`src/rtl/gs_pkg.sv`:
```
package gs_pkg;

    typedef enum logic [1:0] {
        REQ_OFF  = 2'b00,
        REQ_HI   = 2'b01,
        REQ_LO   = 2'b10,
        REQ_RSVD = 2'b11
    } drive_req_e;

    typedef enum logic [2:0] {
        ST_IDLE,
        ST_HI_WAIT,
        ST_HI_DEAD,
        ST_HI_ON,
        ST_LO_WAIT,
        ST_LO_DEAD,
        ST_LO_ON
    } seq_state_e;

    typedef struct packed {
        logic lg_below;
        logic sw_below;
        logic hgs_below;
    } sense_t;

    typedef struct packed {
        logic hi;
        logic lo;
    } gate_t;

    localparam int NUM_TMR  = 3;
    localparam int TMR_DON  = 0;
    localparam int TMR_DOFF = 1;
    localparam int TMR_TO   = 2;

    function automatic int unsigned at_least(int unsigned v, int unsigned floor_v);
        return (v < floor_v) ? floor_v : v;
    endfunction

    function automatic logic hi_group(seq_state_e s);
        return (s == ST_HI_WAIT) || (s == ST_HI_DEAD) || (s == ST_HI_ON);
    endfunction

    function automatic logic lo_group(seq_state_e s);
        return (s == ST_LO_WAIT) || (s == ST_LO_DEAD) || (s == ST_LO_ON);
    endfunction

endpackage

```
`src/rtl/gs_cycle_timer.sv`:
```
module gs_cycle_timer #(
    parameter int unsigned CYCLES = 4
) (
    input  logic clk,
    input  logic rst,
    input  logic clr,
    input  logic run,
    output logic done
);
    localparam int unsigned LEN = (CYCLES < 1) ? 1 : CYCLES;
    localparam int W = (LEN > 1) ? $clog2(LEN) : 1;
    localparam logic [W-1:0] LAST = W'(LEN - 1);

    logic [W-1:0] cnt;

    assign done = run && (cnt == LAST);

    always_ff @(posedge clk) begin
        if (rst || clr) begin
            cnt <= '0;
        end else if (run && !done) begin
            cnt <= cnt + 1'b1;
        end
    end

    // Count never passes the terminal value (supports R2, R3, R4 timing)
    assert_cnt_bound_R4: assert property (@(posedge clk) disable iff (rst)
        cnt <= LAST);

endmodule

```
`src/rtl/gs_seq_fsm.sv`:
```
module gs_seq_fsm
    import gs_pkg::*;
(
    input  logic                 clk,
    input  logic                 rst,
    input  drive_req_e           req,
    input  logic                 skip_n,
    input  sense_t               sense,
    input  logic [NUM_TMR-1:0]   tmr_done,
    output logic [NUM_TMR-1:0]   tmr_run,
    output logic [NUM_TMR-1:0]   tmr_clr,
    output gate_t                gates
);
    seq_state_e st, nxt;
    logic       to_armed;

    always_comb begin
        nxt = st;
        unique case (req)
            REQ_HI: begin
                if (!hi_group(st)) begin
                    nxt = ST_HI_WAIT;
                end else begin
                    case (st)
                        ST_HI_WAIT: if (sense.lg_below) nxt = ST_HI_DEAD;
                        ST_HI_DEAD: if (tmr_done[TMR_DON]) nxt = ST_HI_ON;
                        default:    nxt = st;
                    endcase
                end
            end
            REQ_LO: begin
                if (!lo_group(st)) begin
                    nxt = ST_LO_WAIT;
                end else begin
                    case (st)
                        ST_LO_WAIT: begin
                            if (tmr_done[TMR_TO])      nxt = ST_LO_ON;
                            else if (sense.sw_below)   nxt = ST_LO_DEAD;
                        end
                        ST_LO_DEAD: begin
                            if (tmr_done[TMR_TO] || tmr_done[TMR_DOFF]) nxt = ST_LO_ON;
                        end
                        default: nxt = st;
                    endcase
                end
            end
            default: nxt = ST_IDLE;
        endcase
    end

    always_comb begin
        tmr_run[TMR_DON]  = (st == ST_HI_DEAD);
        tmr_clr[TMR_DON]  = (st != ST_HI_DEAD);
        tmr_run[TMR_DOFF] = (st == ST_LO_DEAD);
        tmr_clr[TMR_DOFF] = (st != ST_LO_DEAD);
        tmr_run[TMR_TO]   = to_armed && lo_group(st);
        tmr_clr[TMR_TO]   = !lo_group(st);
    end

    always_ff @(posedge clk) begin
        if (rst) begin
            st       <= ST_IDLE;
            to_armed <= 1'b0;
            gates    <= '0;
        end else begin
            st       <= nxt;
            to_armed <= lo_group(st) && (to_armed || sense.hgs_below);
            gates.hi <= (nxt == ST_HI_ON);
            gates.lo <= (nxt == ST_LO_ON) && skip_n;
        end
    end

    assert_no_overlap_R8: assert property (@(posedge clk) disable iff (rst)
        !(gates.hi && gates.lo));

    assert_hs_after_dead_R2: assert property (@(posedge clk) disable iff (rst)
        $rose(gates.hi) |-> ($past(st) == ST_HI_DEAD));

    assert_ls_from_low_path_R3: assert property (@(posedge clk) disable iff (rst)
        $rose(gates.lo) |-> lo_group($past(st)));

    assert_skip_holds_low_R5: assert property (@(posedge clk) disable iff (rst)
        gates.lo |-> $past(skip_n));

    assert_off_clears_R7: assert property (@(posedge clk) disable iff (rst)
        (($past(req) == REQ_OFF) && !$past(rst)) |-> (!gates.hi && !gates.lo));

endmodule

```
`src/rtl/gate_sequencer.sv`:
```
module gate_sequencer
    import gs_pkg::*;
#(
    parameter int unsigned P_DEAD_ON  = 3,
    parameter int unsigned P_DEAD_OFF = 3,
    parameter int unsigned P_TIMEOUT  = 63
) (
    input  logic       clk,
    input  logic       rst,
    input  logic [1:0] drive_req,
    input  logic       skip_n,
    input  logic       lg_below,
    input  logic       sw_below,
    input  logic       hgs_below,
    output logic       hs_en,
    output logic       ls_en
);
    localparam int unsigned DON_C  = at_least(P_DEAD_ON, 1);
    localparam int unsigned DOFF_C = at_least(P_DEAD_OFF, 1);
    localparam int unsigned TO_C   = at_least(P_TIMEOUT, DOFF_C + 1);
    localparam int unsigned LEN_TAB [NUM_TMR] = '{DON_C, DOFF_C, TO_C};

    sense_t             sense;
    gate_t              gates;
    logic [NUM_TMR-1:0] tmr_run, tmr_clr, tmr_done;

    assign sense = '{lg_below: lg_below, sw_below: sw_below, hgs_below: hgs_below};

    gs_seq_fsm u_fsm (
        .clk      (clk),
        .rst      (rst),
        .req      (drive_req_e'(drive_req)),
        .skip_n   (skip_n),
        .sense    (sense),
        .tmr_done (tmr_done),
        .tmr_run  (tmr_run),
        .tmr_clr  (tmr_clr),
        .gates    (gates)
    );

    for (genvar g = 0; g < NUM_TMR; g++) begin : g_tmr
        gs_cycle_timer #(.CYCLES(LEN_TAB[g])) u_tmr (
            .clk  (clk),
            .rst  (rst),
            .clr  (tmr_clr[g]),
            .run  (tmr_run[g]),
            .done (tmr_done[g])
        );
    end

    assign hs_en = gates.hi;
    assign ls_en = gates.lo;

endmodule

```
`config.mk`:
```
export PLATFORM = sky130hd
export DESIGN_NAME = gate_sequencer
export DESIGN_NICKNAME = d
export VERILOG_FILES = /design/src/rtl/gs_pkg.sv /design/src/rtl/gs_cycle_timer.sv /design/src/rtl/gs_seq_fsm.sv /design/src/rtl/gate_sequencer.sv
export SDC_FILE = /design/constraint.sdc
export NUM_CORES = 1
export LEC_CHECK = 0
export BUFFER_PORTS_ARGS = -buffer_cell sky130_fd_sc_hd__buf_2
export CELL_PAD_IN_SITES_DETAIL_PLACEMENT = 1
export CELL_PAD_IN_SITES_GLOBAL_PLACEMENT = 1
export CORE_MARGIN = 2
export CORE_UTILIZATION = 30
export DETAILED_ROUTE_END_ITERATION = 6
export PLACE_DENSITY_LB_ADDON = 0.1
export SLEW_MARGIN = 30
export SYNTH_ARGS = -nofsm -noshare
export SYNTH_HDL_FRONTEND = slang
export SYNTH_SLANG_ARGS = --single-unit
```
`constraint.sdc`:
```
create_clock -name clk -period 2 [get_ports clk]
set_clock_uncertainty 0.15 [all_clocks]
set_input_delay 0.3 -clock clk [delete_from_list [all_inputs] [get_ports clk]]
set_output_delay 0.3 -clock clk [all_outputs]
set_load 0.005 [all_outputs]
```
* Word level (Yosys, flattened, before mapping)
Index checks and enable logic that the tools add are counted.
** Word-level totals
- Register bits :: 16
- Bits of input ports :: 8
- Output and inout bits :: 2
- Logic and storage cells :: 57
** Operators by class
- Add/subtract/negate cells :: 3
- Eq/ne operators :: 15
- Mux-type cells :: 10
- Reduce and logical (&&, ||, !) cells :: 22
** Operators with widths (number)
- 3-bit two-way mux :: 7
- 3-bit one-hot mux with 2 select lines :: 3
- 3-bit equality test (second input constant) :: 4
- 3-bit by 2-bit equality test with 1-bit output (second input constant) :: 3
- 1-bit logical AND :: 9
- 1-bit logical OR :: 9
- 6-bit by 1-bit adder with 6-bit output (second input constant) :: 1
- 2-bit equality test (second input constant) :: 3
- 6-bit equality test (second input constant) :: 1
- 2-bit by 1-bit adder with 2-bit output (second input constant) :: 2
- 1-bit logical NOT :: 4
- 3-bit by 1-bit equality test with 1-bit output (second input constant) :: 1
- 3-bit by 2-bit inequality test with 1-bit output (second input constant) :: 1
- 3-bit inequality test (second input constant) :: 1
- 2-bit by 1-bit equality test with 1-bit output (second input constant) :: 1

* Depth between registers and ports, before layout
Gate-level depths: netlist of run 1.
- Depth after elaboration :: 12
- Gate-level depth with buffers :: 6
- Gate-level depth less buffers :: 6

* By module
A second synthesis of run 1 with hierarchy kept.
** Second synthesis, totals
- Cells, all modules :: 94
- Area, all modules :: 880.8 um^2
** Modules (own cells, without submodules)
- gs_cycle_timer (g_tmr[2].u_tmr) :: instances 1, cells an instance 36, area an instance 327.8 um^2, seq. area each 120.1 um^2
- gs_seq_fsm :: instances 1, cells an instance 38, area an instance 327.8 um^2, seq. area each 120.1 um^2
- gs_cycle_timer (g_tmr[0].u_tmr ...) :: instances 2, cells an instance 10, area an instance 112.6 um^2, seq. area each 40.0 um^2

* Worst setup path after synthesis of run 1
No wires, ideal clock.
- Kind :: register to register
- Start :: register g_tmr[2].u_tmr.cnt[0]
- End :: register g_tmr[2].u_tmr.cnt[5]
- Setup time :: 0.116 ns
- Arrival time :: 1.518 ns
- Required time :: 1.734 ns
- Path slack :: 0.216 ns
- Cell stages (with the launch flop) :: 7
- Path buffers :: 0
- Period minus slack after synthesis :: 1.784 ns
- Cells stage by stage :: dfxtp_1 -> inv_1 -> ha_1 -> and4_1 -> nor4_2 -> a311oi_1 -> a41o_1
** On the way
- Longest elaborated chain between the ends :: 4
- Elaborated cells between the ends (all ways) :: 5
- Classes of those cells :: add/sub: 1; eq/ne: 1; reduce/logical: 3
** RTL lines
- from (decl) :: RTL line gs_cycle_timer.sv:14 : logic [W-1:0] cnt;
- from (signal assigned) :: RTL line gs_cycle_timer.sv:22 : cnt <= cnt + 1'b1;
- branches (longest 4 deep; another with 6-bit by 1-bit adder with 6-bit output)
Several ways; the timed one is not identified.
A chain may end at the register's enable or synchronous reset.

* Final worst setup path of run 1
- Start :: register g_tmr[0].u_tmr.cnt[0]
- End :: register u_fsm.gates[1] (netlist name)
** On the way
- Longest elaborated chain between the ends :: 7
** RTL lines
- from (decl) :: RTL line gs_cycle_timer.sv:14
- from (signal assigned) :: RTL line gs_cycle_timer.sv:22
- 2-bit equality test :: RTL line gs_cycle_timer.sv:16 : assign done = run && (cnt == LAST);
- 1-bit logical AND :: RTL line gs_cycle_timer.sv:16
- 3-bit two-way mux :: RTL line gs_seq_fsm.sv:26 : ST_HI_DEAD: if (tmr_done[TMR_DON]) nxt = ST_HI_ON;
- 3-bit one-hot mux with 2 select lines :: RTL line gs_seq_fsm.sv:24 : case (st)
- 3-bit two-way mux :: RTL line gs_seq_fsm.sv:21 : if (!hi_group(st)) begin
- 3-bit one-hot mux with 2 select lines :: RTL line gs_seq_fsm.sv:19 : unique case (req)
- 3-bit by 2-bit equality test with 1-bit output :: RTL line gs_seq_fsm.sv:68 : gates.hi <= (nxt == ST_HI_ON);
Every way passes these cells.

==> impl_metrics.ini, run 1 <==
[run_status]
status = completed

[routing]
drc = 0
wl_mm = 1.636
drtPass1Iterations = 3
ant_nets = 0
vias = 671
routed_via_density = 4.934
drt-initial-drc-count = 15
wl_per_cell_microns = 12.03

[clock_tree]
cts_num_sinks = 16
cts_made_buffers = 3
cts_tree = built
htree_levels = 1
ctsRootBufferMaster = clkbuf_4
worstSkewPairLatency_ns = 0.29
cts_max_path_buffers = 2
clk_pin_slew_worst_paths_ns = 0.09
cts_hold_buffers = 0

[sta]
rsz0062_at_grt = false
tightestPinTransition_ns = 0.4810
slew_viol_final = 0
setup_slack_ns = 0.09993
max_freq_mhz = 526.3
setup_tns_ns = 0
setup_viol = 0
fin_crit_ns = 1.900
fin_crit_sh_pct = 95.00
finalHoldViolations = 0
slew_headroom_pct = 67.65

[yosys]
yosysTopAreaCell = dfxtp_1
synth.distinct_cells = 33
synth_top_area_share_pct = 39.51
synth_area_sq_um = 810.8
synth-edff-count = 0
syn-num-nets = 105
ys_seq_area_share_pct = 39.51
synthArstFlopShare_pct = 0
yosys_warnings = 0
ys_top_cells_by_area = dfxtp_1 (40%), ha_1 (9.3%), nor2_1 (7.4%), inv_1 (4.2%), xnor2_1 (3.2%)
ys.flop_type = dfxtp_1
synthCells = 91
ys_ff_latch = 16
synth_area_per_cell_sq_um = 8.910

[worst_setup_path]
critical-path-slowest-cell = or4b_1
path_delay_family = simple AND/OR/NAND/NOR gates
crit_arrival_ns = 1.94
cp.required_ns = 2.04
crit_path_end_kind = flop
crit_chain = inv_1, ha_1, or4b_1, o311ai_1, o31a_1, and3b_2
path_buf_inv = 1
critPathKind = flop to flop
cpPeakStageDelay_ns = 0.48
startpoint_type = flop
path_max_fanout = 4

[placed_design]
dpl.hpwl_mm = 1.308
dp.cells = 131
port_buffers = 9
globalplace.congestion = 0.7239
pre_cts_slack_ns = 0.08448

[die]
initial_core_util_pct = 32.14
fp.dieW_microns = 55.99
rows = 18
die_h_microns = 55.99
coreArea_sq_um = 2522
ios = 10
die_area_sq_um = 3134

[flow_run]
drv_cap = 0

[layout]
mostFrequentLayoutCells = nor2_1 (16), dfxtp_1 (15), inv_1 (9), buf_2 (9), ha_1 (6)
final_util_pct = 37.45
drive_above_1_share_pct = 20.75
layout_commonest_cell = nor2_1
fill_cells = 316
finalNonFillerCells = 136
syn_to_final_growth_pct = 16.51
diodes = 0
finalNetCount = 121

[grt]
grt_pass1_vias = 668
grt_pass1_wl_mm = 2.967
grtUsageTotal_pct = 11.93
antenna_found_initial = 0
grt_max_degree = 10
gr-total-overflow = 0

[pwr]
p_int_uw = 447.5
swShare_pct = 21.09
total_power_uw = 567.1
peakVddDrop_v = 0.0004126
clkPwrFrac_pct = 37.4
combPwrFrac_pct = 5.6
seqPwrFrac_pct = 57.0
p_sw_uw = 119.6
powerDensity_nw_per_um2 = 600.3
p_leak_nw = 0.3786

[min_path]
min_path_type = input port to flop
worst reg2reg max path, cell delays in order, from the launching register on:
cell and delay, ns:
dfxtp_2 0.35, inv_1 0.04, ha_1 0.24, or4b_1 0.48, o311ai_1 0.11, o31a_1 0.22
and3b_2 0.21
registers in the layout (all words and copies together) (netlist names):
| name | cells |
|---|---|
| u_fsm.to_armed | 1 |
| g_tmr.u_tmr.cnt | 10 |
| u_fsm.st | 3 |
| u_fsm.gates | 2 |
layout make-up:
cell class | instances | area [sq um] | area share, %
inverters | 9 | 33.78 | 3.576
multi-input cells | 64 | 440.4 | 46.62
clock buffers | 4 | 36.28 | 3.841
repair buffers | 13 | 75.07 | 7.947
well taps | 30 | 37.54 | 3.974
flip-flops and latches | 16 | 321.6 | 34.04
repair_timing:
action | 4_1_cts | 5_1_grt
resized for setup | 0 | 1
endpoints found under the setup margin | 0 | 2
buffers inserted | 0 | 1
worst paths after layout:
path                                       startpoint                    end  slack [ns]  cells past startpoint
worst min register to register  g_tmr[1].u_tmr.cnt[1]  g_tmr[1].u_tmr.cnt[1]        0.35                      2
worst max-delay path            g_tmr[0].u_tmr.cnt[0]         u_fsm.gates[1]         0.1                      6
worst max register to register  g_tmr[0].u_tmr.cnt[0]         u_fsm.gates[1]         0.1                      6
worst min-delay path                        hgs_below         u_fsm.to_armed        0.06                      3
power groups by stage:
stage | registers, mW | logic (mW) | clock network (mW)
floorplan | 0.329 | 0.0197 | 0
global placement | 0.331 | 0.0303 | 0
detailed placement | 0.331 | 0.0305 | 0
CTS | 0.323 | 0.0307 | 0.222
global route | 0.324 | 0.0362 | 0.238
finish | 0.323 | 0.0319 | 0.212
cell usage after synthesis (all sizes together) (2+ instances only):
| library cell | count |
|---|---|
| dfxtp | 16 |
| nor2 | 16 |
| inv | 9 |
| ha | 6 |
| a21oi | 5 |
| nor3 | 5 |
| nand2 | 4 |
| xnor2 | 3 |
| a31oi | 2 |
| buf | 2 |
| or4b | 2 |
| xor2 | 2 |
layer usage:
layer | global-route usage (%) | wire length [microns] | vias to the layer above
met4 | 3.061 | 16 | 0
met5 | 0 | 0 | -
met3 | 4.884 | 60 | 2
met1 | 14.49 | 801 | 315
li1 | - | - | 347
met2 | 19.50 | 758 | 7
stage by stage:
stage | hold WS [ns] | instance area, sq um
4_1_cts | 0.06010 | 935.9
5_1_grt | 0.08138 | 944.7
3_3_place_gp | 0.3244 | 899.6
6_report | 0.05962 | 944.7
3_5_place_dp | 0.3367 | 899.6
2_1_floorplan | 0.2268 | 810.8
kinds of logic (layout without fill, tap and decap cells):
logic type                 Yosys count  count (layout)  share of synthesized area, %
DFF                                 16              16                         39.51
buffers and inverters               11              26                         6.172
muxes                                1               1                         1.235
and+or+nand+nor                     37              37                         25.62
adders and majority gates            6               6                         9.259
xor gates and xnor gates             5               5                         5.402
AOI/OAI and AO/OA                   15              15                         12.81
Note: power is estimated with default switching activity, not from simulation.
==> run 2: changes to the inputs <==
- clock period: 2 -> 1.8 ns (I/O delays scaled with it)
==> impl_metrics.ini, run 2 (synthesis gave the netlist of run 1 again) <==
[routing]
wl_mm = 1.860
routed_via_density = 4.867
wl_per_cell_microns = 13.01
drtPass1Iterations = 4
ant_nets = 0
drt-initial-drc-count = 9
drc = 0
vias = 696

[worst_setup_path]
crit_arrival_ns = 1.85
startpoint_type = flop
path_delay_family = simple AND/OR/NAND/NOR gates
path_buf_inv = 1
cp.required_ns = 1.84
cpPeakStageDelay_ns = 0.55
crit_chain = inv_2, ha_4, or4b_4, o311ai_4, o31a_1, and3b_2
critPathKind = flop to flop
path_max_fanout = 3
crit_path_end_kind = flop
critical-path-slowest-cell = or4b_4

[grt]
grt_pass1_wl_mm = 3.236
grt_pass1_vias = 757
grtUsageTotal_pct = 13.11
gr-total-overflow = 0
antenna_found_initial = 0
grt_max_degree = 9

[die]
rows = 18
initial_core_util_pct = 32.14
die_area_sq_um = 3134
die_h_microns = 55.99
fp.dieW_microns = 55.99
ios = 10
coreArea_sq_um = 2522

[sta]
setup_tns_ns = -0.01693
finalHoldViolations = 0
fin_crit_ns = 1.817
slew_headroom_pct = 78.65
timing.hold.ws_ns = 0.05923
tightestPinTransition_ns = 0.3196
fin_crit_sh_pct = 100.9
slew_viol_final = 0
rsz0062_at_grt = true
setup_slack_ns = -0.01693
setup_viol = 1
max_freq_mhz = 550.4

[pwr]
peakVddDrop_v = 0.0004948
p_leak_nw = 0.4216
powerDensity_nw_per_um2 = 567.5
total_power_uw = 586.5

[placed_design]
globalplace.congestion = 0.7152
port_buffers = 9
dpl.hpwl_mm = 1.421
dp.cells = 138

[flow_run]
drv_cap = 0

[min_path]
min_path_type = input port to flop

[layout]
layout_commonest_cell = nor2_1
diodes = 0
finalNonFillerCells = 143
syn_to_final_growth_pct = 27.47
final_util_pct = 40.97
drive_above_1_share_pct = 29.20
finalNetCount = 129
largestRegisters = g_tmr.u_tmr.cnt (10), u_fsm.st (3), u_fsm.gates (2)
top_register = g_tmr.u_tmr.cnt
mostFrequentLayoutCells = nor2_1 (16), dfxtp_1 (15), buf_4 (12)
largest_reg_flops = 10

[clock_tree]
cts_tree = built
cts_max_path_buffers = 2
clk_pin_slew_worst_paths_ns = 0.09
htree_levels = 1
ctsRootBufferMaster = clkbuf_4
cts_num_sinks = 16
worstSkewPairLatency_ns = 0.28
cts_made_buffers = 3

[run_status]
violations = setup timing
status = finished, violations left
run 2: repair_timing:
item                                    in CTS  in global routing
pin swaps                                    0                  4
gates resized for setup                      3                  6
hold buffers                                 0                  0
setup buffers                                1                  1
endpoints found under the setup margin       2                  5
run 2: routing by layer:
layer	routed length, microns	part of all wire, %	global-route usage (%)	up-vias
met3	54	2.9	5.814	2
met2	913	49	21.85	6
met1	876	47	15.00	326
li1	-	-	-	362
met5	0	0	0	-
met4	15	0.81	4.082	0
run 2: worst paths after layout:
path,startpoint,to,slack (ns),cells past startpoint
setup / recovery,g_tmr[0].u_tmr.cnt[0],u_fsm.gates[1],-0.02,6
hold / removal,hgs_below,u_fsm.to_armed,0.06,3
setup reg to reg,g_tmr[0].u_tmr.cnt[0],u_fsm.gates[1],-0.02,6
hold reg to reg,g_tmr[1].u_tmr.cnt[1],g_tmr[1].u_tmr.cnt[1],0.37,2
run 2: tightest hold or removal path, cell delays in order:
cell	delay, ns
buf_2	0.08
nor2_1	0.03
nor2_1	0.07
run 2: final cells by class:
cell class                      count  area (sq um)
Sequential cell                    16         321.6
Fill cell                         315          1489
Tap cell                           30         37.54
Multi-Input combinational cell     64         483.0
Inverter                            9         33.78
Timing Repair Buffer               21         135.1
Clock buffer                        3         22.52
run 2: metrics by stage:
| step | setup WS (ns) | instance area (sq um) |
|---|---|---|
| after floorplan | 0.01574 | 810.8 |
| after global placement | 0.008604 | 952.2 |
| after detailed placement | -0.04507 | 952.2 |
| after CTS | -0.02425 | 994.7 |
| after global routing | -0.1101 | 1033 |
| final | -0.01693 | 1033 |
run 2: where the power goes:
group / leakage, nW / internal (mW) / total (mW) / switching, mW
clock: 0.0138 / 0.0776 / 0.184 / 0.107
sequential: 0.130 / 0.356 / 0.358 / 0.00199
combinational: 0.278 / 0.0228 / 0.0446 / 0.0218
total: 0.422 / 0.456 / 0.587 / 0.131
==> run 3: changes to the inputs <==
- CORE_ASPECT_RATIO: default -> 1.25
- CTS_BUF_LIST: default -> sky130_fd_sc_hd__clkbuf_8
- MAX_ROUTING_LAYER: default -> met4
==> impl_metrics.ini, run 3 (synthesis gave the netlist of run 1 again) <==
[layout]
layout_commonest_cell = nor2_1
drive_above_1_share_pct = 28.83
largest_reg_flops = 10
finalNonFillerCells = 145
fill_cells = 333
mostFrequentLayoutCells = nor2_1 (16), dfxtp_1 (14), buf_2 (9), buf_4 (9), inv_1 (8)
finalNetCount = 126
largestRegisters = g_tmr.u_tmr.cnt (10), u_fsm.st (3), u_fsm.gates (2)
diodes = 0
top_register = g_tmr.u_tmr.cnt
syn_to_final_growth_pct = 29.48

[worst_setup_path]
critPathKind = flop to flop
startpoint_type = flop
critical-path-slowest-cell = or4b_4
crit_arrival_ns = 1.77
path_delay_family = simple AND/OR/NAND/NOR gates
cpPeakStageDelay_ns = 0.50
cp.required_ns = 1.80
path_buf_inv = 1
path_depth = 6
crit_path_end_kind = flop
reg2reg_depth = 6
crit_chain = inv_2, ha_4, or4b_4, o311ai_4, o31a_1, and3b_2
timing.critical_path.from = g_tmr[0].u_tmr.cnt[0]
path_max_fanout = 3
r2r_start = g_tmr[0].u_tmr.cnt[0]

[routing]
routed_via_density = 4.917
wl_mm = 1.919
drc = 0
drt-initial-drc-count = 5
ant_nets = 0
vias = 713
drtPass1Iterations = 3
wl_per_cell_microns = 13.23

[grt]
gr-total-overflow = 0
grt_pass1_wl_mm = 3.118
grt_pass1_vias = 728
antenna_found_initial = 0
grtUsageTotal_pct = 13.43
grt_max_degree = 10

[flow_run]
drv_cap = 0

[die]
die_area_sq_um = 3137
fp.dieW_microns = 50.50
ios = 10
die_h_microns = 62.13
initial_core_util_pct = 30.86
rows = 21
coreArea_sq_um = 2628

[run_status]
status = completed

[sta]
setup_viol = 0
timing.hold.ws_ns = 0.07879
fin_crit_ns = 1.777
slew_headroom_pct = 77.30
max_freq_mhz = 562.8
setup_tns_ns = 0
rsz0062_at_grt = true
tightestPinTransition_ns = 0.3398
setup_slack_ns = 0.02321
slew_viol_final = 0
fin_crit_sh_pct = 98.71
finalHoldViolations = 0

[pwr]
powerDensity_nw_per_um2 = 689.6
p_leak_nw = 0.4227
peakVddDrop_v = 0.0003769
total_power_uw = 723.9

[placed_design]
dpl.hpwl_mm = 1.431
globalplace.congestion = 0.7735
port_buffers = 9
pre_cts_slack_ns = -0.004565
dp.cells = 140

[clock_tree]
htree_levels = 1
cts_max_path_buffers = 2
ctsRootBufferMaster = clkbuf_8
clk_pin_slew_worst_paths_ns = 0.07
cts_tree = built
cts_hold_buffers = 0
cts_num_sinks = 16
worstSkewPairLatency_ns = 0.25
cts_made_buffers = 3

[min_path]
hp-start = hgs_below
hold_path_depth = 3
min_path_type = input port to flop
[run 3: cell types whose count changed in the layout (fill, tap and decap cells not counted)]
| cell | change |
|---|---|
| buf_4 | -3 |
| clkbuf_4 | -3 |
| clkbuf_8 | +4 |
| dfxtp_1 | -1 |
| dfxtp_2 | +1 |
[run 3: final cells by class]
class	instances	area (sq um)	area share (%)
clock buffer	4	55.05	5.244
inverter	9	33.78	3.218
multi-input combinational	64	483.0	46.01
sequential	16	322.8	30.75
tap	34	42.54	4.052
timing repair buffer	18	112.6	10.73
[run 3: metal layers]
| layer | up-vias | part of all wire [%] | GRT usage [%] |
|---|---|---|---|
| li1 | 358 | - | - |
| met1 | 348 | 40 | 13.47 |
| met2 | 5 | 57 | 23.68 |
| met3 | 2 | 1.9 | 2.885 |
| met4 | 0 | 1.0 | 7.095 |
| met5 | - | 0 | - |
[run 3: final timing paths]
kind                      endpoint  slack, ns
max                 u_fsm.gates[1]       0.02
min                 u_fsm.to_armed       0.08
max reg2reg         u_fsm.gates[1]       0.02
min reg2reg  g_tmr[1].u_tmr.cnt[1]       0.37
[run 3: per-stage QoR]
step | instance area, sq um | util [%]
finish | 1050 | 39.95
detailed placement | 942.2 | 35.86
global placement | 942.2 | 35.86
global route | 1050 | 39.95
CTS | 998.5 | 38.00
floorplan | 810.8 | -
[run 3: where the power goes]
group          switching, mW  total (mW)  internal, mW
logic                 0.0214      0.0425        0.0211
clock network          0.129       0.323         0.194
registers            0.00233       0.358         0.356
total                  0.153       0.724         0.571
[run 3: timing repair]
| item | 4_1_cts | 5_1_grt |
|---|---|---|
| pin swaps | 1 | 2 |
| endpoints found under the setup margin | 1 | 5 |
| setup buffers | 0 | 1 |
| endpoints found under the hold margin | 0 | 0 |
| gates resized for setup | 1 | 9 |
[run 3: worst register-to-register path, delay by kind of cell (launching register included)]
family / cells / cell delay (ns)
fa+ha+maj: 1 / 0.15
simple gates: 2 / 0.71
compound gates: 2 / 0.29
buf+inv: 1 / 0.05
flops: 1 / 0.33
